$ cat src/rtl/effort_pkg.sv
package effort_pkg;
  typedef enum logic [1:0] {
    MODE_LOCAL    = 2'd0,
    MODE_OPTIMAL  = 2'd1,
    MODE_ADAPTIVE = 2'd2
  } dec_mode_e;

  function automatic dec_mode_e mode_after(input dec_mode_e cur);
    case (cur)
      MODE_LOCAL:   mode_after = MODE_OPTIMAL;
      MODE_OPTIMAL: mode_after = MODE_ADAPTIVE;
      default:      mode_after = MODE_LOCAL;
    endcase
  endfunction
endpackage

$ cat src/rtl/effort_err_tally.sv
module effort_err_tally #(
  parameter int NBITS = 6,
  parameter int ERR_W = $clog2(NBITS + 1)
) (
  input  logic             clk_i,
  input  logic             rst_ni,
  input  logic             done_i,
  input  logic [NBITS-1:0] dec_i,
  input  logic [NBITS-1:0] ref_i,
  output logic [ERR_W-1:0] err_now_o,
  output logic [ERR_W-1:0] err_q_o
);
  logic [NBITS-1:0] diff;
  logic [ERR_W-1:0] err_d;

  always_comb begin
    diff      = dec_i ^ ref_i;
    err_now_o = '0;
    for (int i = 0; i < NBITS; i++) begin
      err_now_o = err_now_o + ERR_W'(diff[i]);
    end
    err_d = done_i ? err_now_o : err_q_o;
  end

  always_ff @(posedge clk_i or negedge rst_ni) begin
    if (!rst_ni) err_q_o <= '0;
    else         err_q_o <= err_d;
  end

  AST_ERR_HOLD: assert property (@(posedge clk_i) disable iff (!rst_ni)
    !done_i |=> $stable(err_q_o));
  AST_ERR_BOUND: assert property (@(posedge clk_i) disable iff (!rst_ni)
    err_q_o <= ERR_W'(NBITS));
endmodule

$ cat src/rtl/effort_mode_seq.sv
module effort_mode_seq
  import effort_pkg::*;
(
  input  logic      clk_i,
  input  logic      rst_ni,
  input  logic      step_i,
  output dec_mode_e mode_q_o
);
  dec_mode_e mode_d;

  always_comb begin
    mode_d = step_i ? mode_after(mode_q_o) : mode_q_o;
  end

  always_ff @(posedge clk_i or negedge rst_ni) begin
    if (!rst_ni) mode_q_o <= MODE_LOCAL;
    else         mode_q_o <= mode_d;
  end

  AST_MODE_ADVANCE: assert property (@(posedge clk_i) disable iff (!rst_ni)
    step_i |=> mode_q_o == mode_after($past(mode_q_o)));
  AST_MODE_HOLD: assert property (@(posedge clk_i) disable iff (!rst_ni)
    !step_i |=> $stable(mode_q_o));
  AST_MODE_LEGAL: assert property (@(posedge clk_i) disable iff (!rst_ni)
    mode_q_o != 2'd3);
endmodule

$ cat src/rtl/effort_law.sv
module effort_law #(
  parameter int CNT_W      = 4,
  parameter int ERR_W      = 3,
  parameter int MIN_CNT    = 2,
  parameter int MAX_CNT    = 8,
  parameter int TARGET     = 1,
  parameter int GAIN_SHIFT = 1
) (
  input  logic [CNT_W-1:0] cnt_i,
  input  logic [ERR_W-1:0] err_i,
  input  logic [CNT_W-1:0] manual_i,
  output logic [CNT_W-1:0] adapt_o,
  output logic [CNT_W-1:0] manual_o
);
  localparam int SW = CNT_W + ERR_W + 2;
  localparam logic signed [SW-1:0] TGT_S = SW'(TARGET);
  localparam logic signed [SW-1:0] RND_S = SW'((1 << GAIN_SHIFT) - 1);
  localparam logic signed [SW-1:0] MIN_S = SW'(MIN_CNT);
  localparam logic signed [SW-1:0] MAX_S = SW'(MAX_CNT);

  logic signed [SW-1:0] err_s, cnt_s, delta, mag, step, sum;

  always_comb begin
    err_s = signed'({{(SW-ERR_W){1'b0}}, err_i});
    cnt_s = signed'({{(SW-CNT_W){1'b0}}, cnt_i});
    delta = err_s - TGT_S;
    mag   = (delta < 0) ? -delta : delta;
    step  = (mag + RND_S) >>> GAIN_SHIFT;
    if (delta < 0) step = -step;
    sum   = cnt_s + step;
    if (sum < MIN_S)      sum = MIN_S;
    else if (sum > MAX_S) sum = MAX_S;
    adapt_o = sum[CNT_W-1:0];

    if (manual_i < CNT_W'(MIN_CNT))      manual_o = CNT_W'(MIN_CNT);
    else if (manual_i > CNT_W'(MAX_CNT)) manual_o = CNT_W'(MAX_CNT);
    else                                 manual_o = manual_i;
  end
endmodule

$ cat src/rtl/walsh_effort_ctrl.sv
module walsh_effort_ctrl
  import effort_pkg::*;
#(
  parameter int NBITS      = 6,
  parameter int CNT_W      = 4,
  parameter int MIN_CNT    = 2,
  parameter int MAX_CNT    = 8,
  parameter int TARGET     = 1,
  parameter int GAIN_SHIFT = 1
) (
  input  logic             clk_i,
  input  logic             rst_ni,
  input  logic [NBITS-1:0] dec_bits_i,
  input  logic [NBITS-1:0] ref_bits_i,
  input  logic             dec_done_i,
  input  logic             mode_step_i,
  input  logic [CNT_W-1:0] manual_cnt_i,
  output logic [1:0]       mode_o,
  output logic [CNT_W-1:0] fht_count_o,
  output logic [$clog2(NBITS+1)-1:0] err_count_o
);
  localparam int ERR_W = $clog2(NBITS + 1);

  // reset: asserted asynchronously, released after two clock edges
  logic [1:0] rst_sync_q;
  logic       rst_n;
  always_ff @(posedge clk_i or negedge rst_ni) begin
    if (!rst_ni) rst_sync_q <= 2'b00;
    else         rst_sync_q <= {rst_sync_q[0], 1'b1};
  end
  assign rst_n = rst_sync_q[1];

  dec_mode_e        mode_q;
  logic [ERR_W-1:0] err_now, err_q;
  logic [CNT_W-1:0] cnt_q, cnt_d, cnt_adapt, cnt_manual;

  effort_mode_seq u_mode (
    .clk_i(clk_i), .rst_ni(rst_n), .step_i(mode_step_i), .mode_q_o(mode_q)
  );

  effort_err_tally #(.NBITS(NBITS), .ERR_W(ERR_W)) u_tally (
    .clk_i(clk_i), .rst_ni(rst_n), .done_i(dec_done_i),
    .dec_i(dec_bits_i), .ref_i(ref_bits_i),
    .err_now_o(err_now), .err_q_o(err_q)
  );

  effort_law #(
    .CNT_W(CNT_W), .ERR_W(ERR_W), .MIN_CNT(MIN_CNT), .MAX_CNT(MAX_CNT),
    .TARGET(TARGET), .GAIN_SHIFT(GAIN_SHIFT)
  ) u_law (
    .cnt_i(cnt_q), .err_i(err_now), .manual_i(manual_cnt_i),
    .adapt_o(cnt_adapt), .manual_o(cnt_manual)
  );

  // next count: selected by the mode before any step in this cycle
  always_comb begin
    cnt_d = cnt_q;
    case (mode_q)
      MODE_LOCAL:    cnt_d = cnt_manual;
      MODE_ADAPTIVE: if (dec_done_i) cnt_d = cnt_adapt;
      default:       cnt_d = cnt_q;
    endcase
  end

  always_ff @(posedge clk_i or negedge rst_n) begin
    if (!rst_n) cnt_q <= CNT_W'(MAX_CNT);
    else        cnt_q <= cnt_d;
  end

  assign mode_o      = mode_q;
  assign fht_count_o = cnt_q;
  assign err_count_o = err_q;

  AST_CNT_RANGE: assert property (@(posedge clk_i) disable iff (!rst_n)
    (cnt_q >= CNT_W'(MIN_CNT)) && (cnt_q <= CNT_W'(MAX_CNT)));
  AST_OPT_HOLD: assert property (@(posedge clk_i) disable iff (!rst_n)
    (mode_q == MODE_OPTIMAL) |=> $stable(cnt_q));
  AST_ADAPT_IDLE: assert property (@(posedge clk_i) disable iff (!rst_n)
    (mode_q == MODE_ADAPTIVE && !dec_done_i) |=> $stable(cnt_q));
  AST_ADAPT_ON_TARGET: assert property (@(posedge clk_i) disable iff (!rst_n)
    (mode_q == MODE_ADAPTIVE && dec_done_i && err_now == ERR_W'(TARGET))
      |=> $stable(cnt_q));
endmodule

$ cat config.mk
export PLATFORM = sky130hd
export DESIGN_NAME = walsh_effort_ctrl
export DESIGN_NICKNAME = d
export VERILOG_FILES = /design/src/rtl/effort_pkg.sv /design/src/rtl/effort_err_tally.sv /design/src/rtl/effort_mode_seq.sv /design/src/rtl/effort_law.sv /design/src/rtl/walsh_effort_ctrl.sv
export SDC_FILE = /design/constraint.sdc
export NUM_CORES = 1
export LEC_CHECK = 0
export CORE_ASPECT_RATIO = 0.5
export CORE_MARGIN = 2
export CORE_UTILIZATION = 35
export CTS_CLUSTER_SIZE = 24
export DETAILED_ROUTE_END_ITERATION = 8
export DONT_BUFFER_PORTS = 1
export GPL_TIMING_DRIVEN = 0
export PLACE_DENSITY = 0.56
export REMOVE_ABC_BUFFERS = 1
export SYNTH_ARGS = -nofsm -noshare
export SYNTH_HDL_FRONTEND = slang
export SYNTH_HIERARCHICAL = 1
export SYNTH_SLANG_ARGS = --single-unit
export TNS_END_PERCENT = 100
$ cat constraint.sdc
create_clock -name clk_i -period 1 [get_ports clk_i]
set_clock_uncertainty 0.15 [all_clocks]
set_input_delay 0.1 -clock clk_i [delete_from_list [all_inputs] [get_ports clk_i]]
set_output_delay 0.1 -clock clk_i [all_outputs]
set_load 0.005 [all_outputs]
Yosys cells after proc, flatten, opt, wreduce, memory -nomap -nowiden
Cells that the tools add are included. W data, S select, Z words.

Register bits: 11. Input port bits: 20. Logic and storage cells: 35. Output and inout bits: 9.

Reduce and logical (&&, ||, !) cells: 3. Bitwise logic cells: 1. Order comparisons: 5. Muxes and demuxes: 9. $add $sub $neg: 10. Equality and inequality tests: 3.

Operators by type and width (number): $mux W4 (5); $mux W9 (2); $add A3 B1 Y3 (4); $add A5 B9 Y9 (1); $add A9 B2 Y9 const B (1); $gt A9 B5 Y1 const B (1); $lt A9 B3 Y1 const B (1); $neg A4 Y9 (1); $neg A8 Y9 (1); $pmux W4 S2 (1); $xor A6 B6 Y6 (1); $gt A4 B4 Y1 const B (1); $lt A4 B1 Y1 const B (1); $lt A4 B2 Y1 const B (1); $pmux W2 S2 (1); $sub A3 B1 Y4 const B (1); $add A1 B1 Y2 (1); $eq A2 B1 Y1 const B (1); $eq A2 B2 Y1 const B (1); $logic_not A2 Y1 (1); $ne A2 B2 Y1 const B (1); $reduce_and A2 Y1 (1); $reduce_bool A2 Y1 (1).

Longest topological paths before layout
Word-level depth: 18. Mapped depth: 27. Gate-level depth less buffers: 27.

Cells and area by module
The synthesis kept the hierarchy.

By module, submodules not included: effort_law (cells an instance 88, times used 1, seq. area each 0.0 µm², area each 640.6 µm²); effort_err_tally (cells an instance 19, times used 1, seq. area each 75.1 µm², area each 245.2 µm²); walsh_effort_ctrl (cells an instance 22, times used 1, seq. area each 151.4 µm², area each 244.0 µm²); effort_mode_seq (cells an instance 7, times used 1, seq. area each 50.0 µm², area each 86.3 µm²).

Least setup slack after synthesis
Ideal clock, no wire load.

Path kind: input to register. From: input port ref_bits_i[1]. To: register cnt_q[2] (netlist: fht_count_o[2]). Data required time: 0.773 ns. Setup time: 0.077 ns. Setup slack: -4.766 ns. Data arrival time: 5.538 ns. Buffers on the path: 0. Stages: 25. Cells stage by stage: xnor2_1 -> fa_1 -> fa_1 -> inv_1 -> ha_1 -> fa_1 -> inv_1 -> ha_1 -> xnor2_1 -> ha_1 -> xor2_1 -> xor2_1 -> ha_1 -> nand3_1 -> o21ai_0 -> a32oi_1 -> o32a_1 -> nor2_1 -> ha_1 -> a21o_2 -> a21oi_1 -> mux2i_1 -> nor4_1 -> o22ai_1 -> a21oi_1.

Cells in the longest elaborated chain, start to end: 18. Elaborated cells between the ends (all ways): 20. Classes of those cells: add/sub (10); order compare (3); mux (6); bitwise (1).

RTL lines: start, declared (RTL line walsh_effort_ctrl.sv:14) `input logic [NBITS-1:0] ref_bits_i,`; $xor A6 B6 Y6 * (RTL line effort_err_tally.sv:17) `diff = dec_i ^ ref_i;`; $add A1 B1 Y2 * (RTL line effort_err_tally.sv:20) `err_now_o = err_now_o + ERR_W'(diff[i]);`; $add A3 B1 Y3 * (4 in series) (RTL line effort_err_tally.sv:20); via err_now[1] (RTL line walsh_effort_ctrl.sv:34) `logic [ERR_W-1:0] err_now, err_q;`; $sub A3 B1 Y4 * (RTL line effort_law.sv:26) `delta = err_s - TGT_S;`; $neg A4 Y9 / $lt A4 B1 Y1 (equally long branches) (RTL line effort_law.sv:27, effort_law.sv:29); $mux W9 (RTL line effort_law.sv:27) `mag = (delta < 0) ? -delta : delta;`; $add A9 B2 Y9 (RTL line effort_law.sv:28) `step = (mag + RND_S) >>> GAIN_SHIFT;`; $neg A8 Y9 (RTL line effort_law.sv:29) `if (delta < 0) step = -step;`; $mux W9 * (RTL line effort_law.sv:29); $add A5 B9 Y9 * (RTL line effort_law.sv:30) `sum = cnt_s + step;`; $gt A9 B5 Y1 (RTL line effort_law.sv:32) `else if (sum > MAX_S) sum = MAX_S;`; $mux W4 (RTL line effort_law.sv:32); $mux W4 * (RTL line effort_law.sv:31) `if (sum < MIN_S) sum = MIN_S;`; via cnt_adapt[2] (RTL line walsh_effort_ctrl.sv:35) `logic [CNT_W-1:0] cnt_q, cnt_d, cnt_adapt, cnt_manual;`; $mux W4 * (RTL line walsh_effort_ctrl.sv:60) `MODE_ADAPTIVE: if (dec_done_i) cnt_d = cnt_adapt;`; $pmux W4 S2 * (RTL line walsh_effort_ctrl.sv:58) `case (mode_q)`; end signal, assigned (RTL line walsh_effort_ctrl.sv:66) `if (!rst_n) cnt_q <= CNT_W'(MAX_CNT);`; end signal, assigned (RTL line walsh_effort_ctrl.sv:67) `else cnt_q <= cnt_d;`; end, declared (RTL line walsh_effort_ctrl.sv:35).

Mark *: on every way through the listed nets, which the timed path passes. The rest lies on a longest branch. The select of a mux whose other input is x is not followed. A chain may end at the register's enable or synchronous reset.

Final worst setup path
From: input port ref_bits_i[0]. To: register cnt_q[2] (netlist: fht_count_o[2]).

Same word-level chain as after synthesis.

==> impl_table.tex <==
\begin{tabular}{lr}
\hline
Metric & Value \\
\hline
\multicolumn{2}{l}{\textbf{Drt}} \\
\quad Number of DRC markers in iteration 0 & 71 \\
\quad Number of antenna-violating nets in the routed design & 0 \\
\quad First drt pass iteration count & 4 \\
\quad Via count & 1,077 \\
\quad Detailed-route DRC error count & 0 \\
\quad Total length of routed wires & 2920 um \\
\quad Average routed wire per standard cell & 14.7 um \\
\quad Detail-routed via count per cell & $\sim$5.4 \\
\multicolumn{2}{l}{\textbf{Timing}} \\
\quad Worst setup slack after layout & -4.14 ns \\
\quad Hold slack final & -0.127 ns \\
\quad Shortest clock period the worst path allows after layout & approximately 5.1 ns \\
\quad Final Hold Viols & 10 \\
\quad Peak Freq & about 200 MHz \\
\quad Number of pins exceeding their max-slew limit in the final report & 0 \\
\quad Setup repair after global routing missed its margin & yes \\
\quad Final worst-path cycle share & 514\% \\
\quad Finish-stage setup viols & 8 \\
\multicolumn{2}{l}{\textbf{Global route}} \\
\quad Pin count of the biggest net entering global routing & 10 \\
\quad All-layer global routing usage & 15.5\% \\
\quad Overall overflow remaining after global route & 0 \\
\quad Number of global-route vias before repair & 1,043 \\
\quad Wire length of the first global-routing pass & between 4000 and 5000 um \\
\quad Antenna violations before repair & 0 \\
\multicolumn{2}{l}{\textbf{Clock tree}} \\
\quad Number of clock sinks & 11 \\
\quad Number of clock buffers inserted by TritonCTS & 3 \\
\quad Count of hold-fix buffers inserted at cts & 4 \\
\quad CTS Root Buffer Type & sky130\_fd\_sc\_hd\_\_clkbuf\_8 \\
\quad Clock latency at the later pin of the worst-skew pair & 0.24 ns \\
\quad TritonCTS clock tree & done \\
\quad CTS clock-pin slew for the worst setup and hold paths & 0.05 ns \\
\quad CTS Buffer Depth & 2 \\
\quad Clock H-tree levels & 1 \\
\multicolumn{2}{l}{\textbf{Floorplan}} \\
\quad Starting utilization of the core area & 36.0\% \\
\quad Die Width & 87.4 um \\
\quad I/O pin count & 29 \\
\quad Core Footprint & approximately 3400 sq um \\
\quad Row cnt & 15 \\
\quad Die Outline Area & roughly 4000 sq um \\
\quad Vertical die dimension & 45.7 um \\
\multicolumn{2}{l}{\textbf{Worst setup path}} \\
\quad Maximum net fanout on the critical path & 6 \\
\quad CP Capture Type & flip-flop \\
\quad Destination of the worst register-to-register timing path & fht\_count\_o[2]\$\_DFFE\_PN0P\_ \\
\quad Data arrival time at the worst-slack endpoint & 5.11 ns \\
\quad Worst R2R Setup Slack & -1.40 ns \\
\quad CP Launch Point & ref\_bits\_i[0] \\
\quad Type of element launching the critical path & input port \\
\quad Startpoint of the worst-slack reg-to-reg timing path & fht\_count\_o[0]\$\_DFFE\_PN0P\_ \\
\quad Worst-case reg-to-reg path depth & 8 \\
\quad Critical path required time & 0.96 ns \\
\quad Critical path start-end classification & input port to flip-flop \\
\multicolumn{2}{l}{\textbf{Outcome}} \\
\quad Run status & finished with violations \\
\quad Violations in the final reports & hold timing, setup timing \\
\multicolumn{2}{l}{\textbf{Synthesis}} \\
\quad Post-synthesis sequential element count & 11 \\
\quad Total of warnings raised by yosys & 6 \\
\quad Share of the synthesized area in the top cell type & 20.6\% \\
\quad Share of synthesized flip-flops with an asynchronous set or reset & 100\% \\
\quad Most frequent cells after synthesis & 13 x sky130\_fd\_sc\_hd\_\_inv\_1, 11 x sky130\_fd\_sc\_hd\_\_a21oi\_1, 10 x sky130\_fd\_sc\_hd\_\_dfrtp\_1 \\
\quad Count of flip-flops with a built-in enable after synthesis & 0 \\
\quad Mean area per synthesized cell & 8.94 sq um \\
\quad Library cell with the largest summed area after synthesis & sky130\_fd\_sc\_hd\_\_dfrtp\_1 \\
\quad Part of the Yosys area used for sequential elements & 22.7\% \\
\quad Post-synthesis cell area & 1220 sq um \\
\quad Top cells by area, synth & sky130\_fd\_sc\_hd\_\_dfrtp\_1 21\%, sky130\_fd\_sc\_hd\_\_ha\_1 9.3\%, sky130\_fd\_sc\_hd\_\_fa\_1 6.6\%, sky130\_fd\_sc\_hd\_\_xnor2\_1 5.8\%, sky130\_fd\_sc\_hd\_\_a21oi\_1 4.5\% \\
\quad Most numerous cell in the Yosys netlist & sky130\_fd\_sc\_hd\_\_inv\_1 \\
\quad Number of cells produced by synthesis & 136 \\
\quad Dominant synthesized flop cell & sky130\_fd\_sc\_hd\_\_dfrtp\_1 \\
\quad Cell variety after synth & 45 \\
\multicolumn{2}{l}{\textbf{Flow run}} \\
\quad Max-cap violations & 0 \\
\multicolumn{2}{l}{\textbf{Placed design}} \\
\quad Final HPWL DP & 1910 um \\
\quad Weighted congestion at the end of routability-driven global placement & 0.765 \\
\quad Place WS & -5.32 ns \\
\quad Count of buffers from port buffering & 0 \\
\multicolumn{2}{l}{\textbf{Final layout}} \\
\quad Number of filler instances in the final layout & around 310 \\
\quad Layout Nets & 190 \\
\quad Layout-stage area growth over the synthesis result & 35.7\% \\
\quad Fraction of final layout cells with drive strength greater than 1 & approximately 39\% \\
\quad Count of inserted antenna diode cells & 0 \\
\multicolumn{2}{l}{\textbf{Worst hold path}} \\
\quad Capture endpoint of the worst hold path & u\_tally/err\_q\_o[2]\$\_DFFE\_PN0P\_ \\
\quad Worst Hold Path Cells & 1 \\
\quad Path category of the worst min-delay check & input port to flip-flop \\
\quad Worst hold path startpoint & dec\_done\_i \\
\hline
\end{tabular}
==> placed cells by master, fill, tap and decap left out, drive strengths merged, types with 2 or more instances in the layout <==
| cell type | instances |
|---|---|
| buf | 15 |
| inv | 13 |
| a21oi | 11 |
| dfrtp | 10 |
| ha | 9 |
| o22ai | 8 |
| nor2 | 8 |
| xnor2 | 8 |
| nand2b | 7 |
| o21ai | 6 |
| nand2 | 5 |
| dlygate4sd3 | 4 |
| clkbuf | 4 |
| nor3 | 4 |
| xor2 | 4 |
| fa | 4 |
| mux2 | 3 |
| nor4 | 3 |
| a21o | 3 |
| mux2i | 3 |
| nand3 | 3 |
| a211oi | 2 |
| and2 | 2 |
| nor2b | 2 |
==> worst max path at each step <==
stage                                      end  cells past startpoint
floorplan           fht_count_o[2]$_DFFE_PN0P_                     25
detailed placement  fht_count_o[0]$_DFFE_PN0P_                     24
global route        fht_count_o[0]$_DFFE_PN0P_                     25
finish              fht_count_o[2]$_DFFE_PN0P_                     24
global placement    fht_count_o[0]$_DFFE_PN0P_                     24
CTS                 fht_count_o[1]$_DFFE_PN0P_                     26
==> flip-flops by register name (all words and copies together), names as in the netlist <==
register         count
rst_sync_q           2
u_tally/err_q_o      3
fht_count_o          4
u_mode/mode_q_o      2
==> area by class of cell <==
cell class / count / area (sq um) / share of cell area (%)
multi-input cells: 109 / 1050 / 63.7
flip-flops and latches: 11 / 278 / 16.8
repair buffers: 19 / 175 / 10.6
well taps: 42 / 52.6 / 3.18
inverters: 13 / 48.8 / 2.96
clock buffers: 4 / 45.0 / 2.73
==> stage by stage <==
step / TNS (ns) / area, sq um / utilization, % / hold WS, ns / instances
6_report: -20.13 / 1650 / 48.9 / -0.127 / 198
4_1_cts: -20.07 / 1570 / 46.5 / -0.132 / 195
3_3_place_gp: -25.68 / 1250 / 36.9 / -0.346 / 175
2_1_floorplan: -23.20 / 1190 / - / -0.346 / 133
5_1_grt: -21.74 / 1650 / 48.9 / -0.133 / 198
3_5_place_dp: -25.82 / 1250 / 36.9 / -0.346 / 175
==> cell families after synthesis <==
logic type	after synthesis	synth area share, %
xor+xnor	12	8.64
flops	11	22.7
fa+ha+maj	13	15.8
other cells	1	0.308
compound gates	39	23.6
simple gates	38	17.8
mux	6	5.25
buf+inv	16	5.86
==> per-layer routing <==
| metal | global-route usage [%] | vias to the layer above | routed length, um |
|---|---|---|---|
| li1 | - | 525 | - |
| met1 | 19.9 | 524 | 1320 |
| met2 | 27.9 | 28 | 1470 |
| met3 | 3.62 | 0 | 127 |
| met4 | 1.85 | 0 | 0 |
| met5 | 0 | - | 0 |
==> what timing repair did <==
action,in CTS,in global routing
buffers inserted,12,3
pin swaps,26,15
endpoints found under the hold margin,11,7
gates resized for setup,35,13
setup endpoints to repair,10,9
==> worst max-delay path, stage by stage <==
cell and delay [ns]:
sky130_fd_sc_hd__xnor2_4 0.12, sky130_fd_sc_hd__fa_1 0.49, sky130_fd_sc_hd__fa_1 0.51, sky130_fd_sc_hd__inv_2 0.05
sky130_fd_sc_hd__ha_4 0.15, sky130_fd_sc_hd__fa_2 0.56, sky130_fd_sc_hd__inv_2 0.06, sky130_fd_sc_hd__ha_4 0.27
sky130_fd_sc_hd__xnor2_2 0.10, sky130_fd_sc_hd__ha_2 0.22, sky130_fd_sc_hd__xor2_2 0.17, sky130_fd_sc_hd__xor2_1 0.17
sky130_fd_sc_hd__ha_2 0.28, sky130_fd_sc_hd__nand2_1 0.08, sky130_fd_sc_hd__a32oi_1 0.20, sky130_fd_sc_hd__o32a_1 0.16
sky130_fd_sc_hd__nor2_1 0.04, sky130_fd_sc_hd__ha_1 0.32, sky130_fd_sc_hd__a21o_2 0.26, sky130_fd_sc_hd__a21oi_4 0.20
sky130_fd_sc_hd__mux2i_2 0.29, sky130_fd_sc_hd__nor4_1 0.09, sky130_fd_sc_hd__o22ai_1 0.13, sky130_fd_sc_hd__a21oi_1 0.08
Power is not shown: default switching activity piles up to over one toggle a cycle in this logic, so the estimate is an artifact.
